<file path="config.mk">
export PLATFORM = sky130hd
export DESIGN_NAME = pixel_group_packer
export DESIGN_NICKNAME = d
export VERILOG_FILES = /design/src/rtl/pgp_pkg.sv /design/src/rtl/pgp_accum.sv /design/src/rtl/pgp_hold.sv /design/src/rtl/pixel_group_packer.sv
export SDC_FILE = /design/constraint.sdc
export NUM_CORES = 1
export LEC_CHECK = 0
export BUFFER_PORTS_ARGS = -buffer_cell sky130_fd_sc_hd__buf_4
export CAP_MARGIN = 10
export CORE_MARGIN = 3
export CORE_UTILIZATION = 45
export CTS_BUF_LIST = sky130_fd_sc_hd__clkbuf_4
export DETAILED_ROUTE_END_ITERATION = 6
export PLACE_DENSITY = 0.67
export SYNTH_ARGS = -nofsm -noshare
export SYNTH_HDL_FRONTEND = slang
export SYNTH_SLANG_ARGS = --single-unit
</file>
<file path="constraint.sdc">
create_clock -name clk -period 6.65 [get_ports clk]
set_input_delay 0.665 -clock clk [delete_from_list [all_inputs] [get_ports clk]]
set_output_delay 0.665 -clock clk [all_outputs]
set_load 0.05 [all_outputs]
</file>
<file path="src/rtl/pgp_pkg.sv">
package pgp_pkg;
  localparam int unsigned DEF_WORD_W    = 12;
  localparam int unsigned DEF_GROUP_LEN = 16;
endpackage

</file>
<file path="src/rtl/pgp_accum.sv">
module pgp_accum #(
  parameter int unsigned WORD_W    = pgp_pkg::DEF_WORD_W,
  parameter int unsigned GROUP_LEN = pgp_pkg::DEF_GROUP_LEN
) (
  input  logic                        clk,
  input  logic                        rst_n,
  input  logic                        in_valid,
  input  logic [WORD_W-1:0]           in_data,
  output logic                        grp_done,
  output logic [WORD_W*GROUP_LEN-1:0] grp_bus
);
  localparam int unsigned CW   = $clog2(GROUP_LEN);
  localparam int unsigned LAST = GROUP_LEN - 1;

  logic [CW-1:0] cnt;

  assign grp_done = in_valid && (cnt == CW'(LAST));

  always_ff @(posedge clk) begin
    if (!rst_n)        cnt <= '0;
    else if (grp_done) cnt <= '0;
    else if (in_valid) cnt <= cnt + 1'b1;
  end

  // Slots 0..LAST-1 are stored; the final word is taken straight from the input
  genvar i;
  generate
    for (i = 0; i < int'(LAST); i++) begin : g_slot
      logic [WORD_W-1:0] slot_q;
      always_ff @(posedge clk) begin
        if (in_valid && (cnt == CW'(i))) slot_q <= in_data;
      end
      assign grp_bus[i*WORD_W +: WORD_W] = slot_q;
    end
  endgenerate
  assign grp_bus[LAST*WORD_W +: WORD_W] = in_data;

  // idle clocks leave the word count alone
  p_idle_count_r8: assert property (@(posedge clk) disable iff (!rst_n)
    !in_valid |=> $stable(cnt));

  // a completed group restarts the count at slot 0
  p_wrap_r2: assert property (@(posedge clk) disable iff (!rst_n)
    grp_done |=> (cnt == '0));
endmodule

</file>
<file path="src/rtl/pgp_hold.sv">
module pgp_hold #(
  parameter int unsigned BUS_W = pgp_pkg::DEF_WORD_W * pgp_pkg::DEF_GROUP_LEN
) (
  input  logic             clk,
  input  logic             rst_n,
  input  logic             load,
  input  logic [BUS_W-1:0] load_data,
  input  logic             out_ready,
  output logic             out_valid,
  output logic [BUS_W-1:0] out_data,
  output logic             overrun
);
  always_ff @(posedge clk) begin
    if (!rst_n) begin
      out_valid <= 1'b0;
      overrun   <= 1'b0;
    end else if (load) begin
      out_valid <= 1'b1;
      if (out_valid && !out_ready) overrun <= 1'b1;
    end else if (out_ready) begin
      out_valid <= 1'b0;
    end
  end

  always_ff @(posedge clk) begin
    if (load) out_data <= load_data;
  end

  // a completing group is presented after the edge
  p_load_valid_r2: assert property (@(posedge clk) disable iff (!rst_n)
    load |=> out_valid);

  // a held group waits unchanged for the acknowledge
  p_hold_stable_r4: assert property (@(posedge clk) disable iff (!rst_n)
    (out_valid && !out_ready && !load) |=> (out_valid && $stable(out_data)));

  // an accepted group with nothing new behind it is retired
  p_retire_r5: assert property (@(posedge clk) disable iff (!rst_n)
    (out_valid && out_ready && !load) |=> !out_valid);

  // replacing an unaccepted group raises the flag
  p_overrun_set_r6: assert property (@(posedge clk) disable iff (!rst_n)
    (out_valid && !out_ready && load) |=> overrun);

  // a group landing on the accepting cycle loses nothing
  p_no_loss_r7: assert property (@(posedge clk) disable iff (!rst_n)
    (!overrun && load && (!out_valid || out_ready)) |=> !overrun);

  // the flag is sticky
  p_sticky_r9: assert property (@(posedge clk) disable iff (!rst_n)
    overrun |=> overrun);
endmodule

</file>
<file path="src/rtl/pixel_group_packer.sv">
module pixel_group_packer #(
  parameter int unsigned WORD_W    = pgp_pkg::DEF_WORD_W,
  parameter int unsigned GROUP_LEN = pgp_pkg::DEF_GROUP_LEN
) (
  input  logic                        clk,
  input  logic                        rst_n,
  input  logic                        in_valid,
  input  logic [WORD_W-1:0]           in_data,
  output logic                        grp_valid,
  input  logic                        grp_ready,
  output logic [WORD_W*GROUP_LEN-1:0] grp_data,
  output logic                        grp_overrun
);
  localparam int unsigned BUS_W = WORD_W * GROUP_LEN;

  logic             done;
  logic [BUS_W-1:0] bus;

  pgp_accum #(.WORD_W(WORD_W), .GROUP_LEN(GROUP_LEN)) u_accum (
    .clk      (clk),
    .rst_n    (rst_n),
    .in_valid (in_valid),
    .in_data  (in_data),
    .grp_done (done),
    .grp_bus  (bus)
  );

  pgp_hold #(.BUS_W(BUS_W)) u_hold (
    .clk       (clk),
    .rst_n     (rst_n),
    .load      (done),
    .load_data (bus),
    .out_ready (grp_ready),
    .out_valid (grp_valid),
    .out_data  (grp_data),
    .overrun   (grp_overrun)
  );

  // reset leaves no group pending and no flag
  p_reset_clear_r1: assert property (@(posedge clk)
    !rst_n |=> (!grp_valid && !grp_overrun));
endmodule

</file>
==> run_results.csv <==
group,metric,value,unit
run_status,status,"finished, final reports clean",
cts,tritoncts,"yes",
run,maxCapViolCount,0,
floorplan,core,25250,um^2
sta,rsz0062_at_grt,"false",
pwr,peakVddDrop,0.0001589,V
sta,fmax,314.7,MHz
yosys,synth_top_area_share,96.21,%
floorplan,die_w,166.6,um
global_routing,grt_pass1_vias,5627,
floorplan,ios,210,
global_routing,antenna_found_initial,0,
finish,nNetsFinal,744,
yosys,synth_common_cells,"372 x edfxtp_1, 11 x and2_1, 6 x dfxtp_1",
yosys,synthAdderAreaFrac,0.4310,%
yosys,ys_ff_latch,378,
routing,drc,0,
routing,drt-initial-drc-count,340,
cts,cts_root_buf,"clkbuf_4",
yosys,yosysUniqueCellTypes,23,
cts,htree_levels,3,
routing,viasPerCell,4.642,
yosys,synth.most_common_cell,"edfxtp_1",
yosys,seq_area_frac_synth,97.24,%
sta,maxSlewHeadroom,17.44,%
routing,vias,5204,
cts,cts_resized,0,
routing,wl,22850,um
routing,drtAntennaViolNets,0,
routing,wl_per_cell,20.39,um
yosys,synth_top_family_by_area,"simple AND/OR/NAND/NOR gates",
finish,final_util,58.50,%
yosys,avgSynthCellArea,27.51,um^2
placed_design,place.gp.congestion,0.7818,
yosys,synth.area.mux_share,0.08621,%
yosys,synth-edff-count,372,
setup_path,crit_required,6880,ps
yosys,synth_xor_area_share,0.07543,%
cts,cts.clk_slew.worst_paths,60,ps
pwr,p_leak,5.251,nW
finish,multiInputGateArea,315.3,um^2
sta,clock_skew,31.91,ps
floorplan,start_util,45.98,%
yosys,ys_async_sr_fraction,0,%
worst_hold_path,hold_path_class,"input port to flop",
yosys,synthCells,422,
yosys,yosys_warnings,0,
setup_path,crit_path_end_kind,"flop",
global_routing,grt_pass1_wl,33510,um
pwr,power-per-cell-area,305.0,nW/um^2
setup_path,worst-r2r-cell-count,4,
finish,fillCellCount,1880,
sta,setup_tns,0,ps
floorplan,die_h,166.6,um
setup_path,cp-start-kind,"flop",
finish,area.sequential,11290,um^2
sta,drv_slew,0,
placed_design,port_buffers,209,
yosys,syn_area,11610,um^2
cts,clock_sinks,378,
sta,fin_crit,3178,ps
yosys,synth_top_area_cell,"edfxtp_1",
global_routing,grt_max_degree,105,
setup_path,critical_path_arrival,3410,ps
cts,numCtsBuffers,92,
cts,clockBufferDepth,3,
sta,worstMarginPinSlew,1238,ps
global_routing,globalRouteTotalUtil,16.26,%
setup_path,rrSetupSlack,3470,ps
routing,dr.pass1.iters,4,
yosys,synth-simple-area-share,1.466,%
yosys,synth-compound-area-share,0.4849,%
cts,clock_latency,650,ps
setup_path,path_class,"flop to flop",
sta,hold_viol,0,
cts,post_cts.repair.setup_buffers,0,
floorplan,dieArea,27770,um^2
global_routing,grt_overflow,0,
finish,area_growth,27.24,%
finish,drive_above_1_share,45.44,%
setup_path,path_max_fanout,104,
floorplan,num_rows,58,
cts,holdBufCountCts,0,
sta,final-setup-viol-count,0,
yosys,syn-num-nets,442,
placed_design,dp_hpwl,13370,um
yosys,synth.area.top_cells,"edfxtp_1 96%, dfxtp_1 1.0%, and2_1 0.59%",
yosys,synth-main-ff-cell,"edfxtp_1",
sta,finalCritPeriodShare,47.78,%
worst_hold_path,hold-path-cell-count,3,
[routing by layer]
| layer | track usage (%) | part of all wire [%] | up-vias |
|---|---|---|---|
| met1 | 20.32 | 41 | 2591 |
| li1 | - | - | 2378 |
| met3 | 6.266 | 8.4 | 32 |
| met2 | 25.87 | 49 | 203 |
| met4 | 6.600 | 1.5 | 0 |
| met5 | 0 | 0 | - |
[sequential cells by signal, indices dropped and copies added (netlist names)]
name / flops
u_hold.out_data: 192
u_accum.g_slot.slot_q: 180
u_accum.cnt: 4
u_hold.out_valid: 1
u_hold.overrun: 1
[final cells by class]
class / count / share of cell area, %
clock buffers: 132 / 6.707
inverters: 4 / 0.1524
well taps: 330 / 2.795
multi-input cells: 38 / 2.134
clock inverters: 28 / 1.101
repair buffers: 210 / 10.67
diodes: 1 / 0.01694
flip-flops and latches: 378 / 76.42
[power breakdown]
group	internal, mW	switching [mW]	total [mW]
Sequential	2.62	0.00611	2.62
Combinational	0.0118	0.0411	0.0528
Clock	0.988	0.843	1.83
[worst max-delay path: stages, from the launching register on]
cell and delay [ps]:
dfxtp_1 460, ha_1 340, nand4_2 250, inv_8 580
buf_4 950
[cells in the final DEF (no fill, tap or decap)]
master and instances:
inv_8 1, inv_1 3, mux2i_1 1, nand2_1 2, nand4_2 1, a21oi_1 2, nor3b_2 5, a41oi_1 1
edfxtp_1 372, and3_1 1, buf_4 210, o31ai_2 1, a211oi_1 1, xnor2_1 1, and2_1 11, ha_1 4
dfxtp_1 6, nand3b_1 1, a21bo_2 1, inv_2 2, clkinv_1 20, diode_2 1, nor3_1 2, clkinv_2 4
clkbuf_4 132, nand2b_1 1, and3b_1 1, bufinv_16 2, a21o_1 1
[cells by family after synthesis]
family,after synthesis
AND/OR/NAND/NOR,25
AO/OA/AOI/OAI,7
multiplexers,1
buffers and inverters,6
flip-flops,378
XOR/XNOR,1
adder cells (fa/ha/maj),4
[final timing paths]
kind / start / end
worst max-delay path: u_accum.cnt[0]$_SDFFE_PP0P_ / u_hold.out_data[65]$_DFFE_PP_
worst min-delay path: rst_n / u_hold.overrun$_SDFFE_PN0P_
worst max register to register: u_accum.cnt[0]$_SDFFE_PP0P_ / u_hold.out_data[65]$_DFFE_PP_
worst min register to register: u_accum.g_slot[11].slot_q[5]$_DFFE_PP_ / u_hold.out_data[137]$_DFFE_PP_
[per-stage QoR]
step           hold WS, ps  power (mW)  cell area, um^2  instances  worst slack [ps]
2_1_floorplan        400.3       2.685            11610        422              1379
3_3_place_gp         401.1       2.725            13620        960              3646
3_5_place_dp         404.5       2.728            13620        960              3497
4_1_cts              163.7       4.571            14770       1120              3485
5_1_grt              207.6       4.698            14770       1120              3258
6_report             244.6       4.507            14770       1121              3472
(Power assumes the default switching activity.)
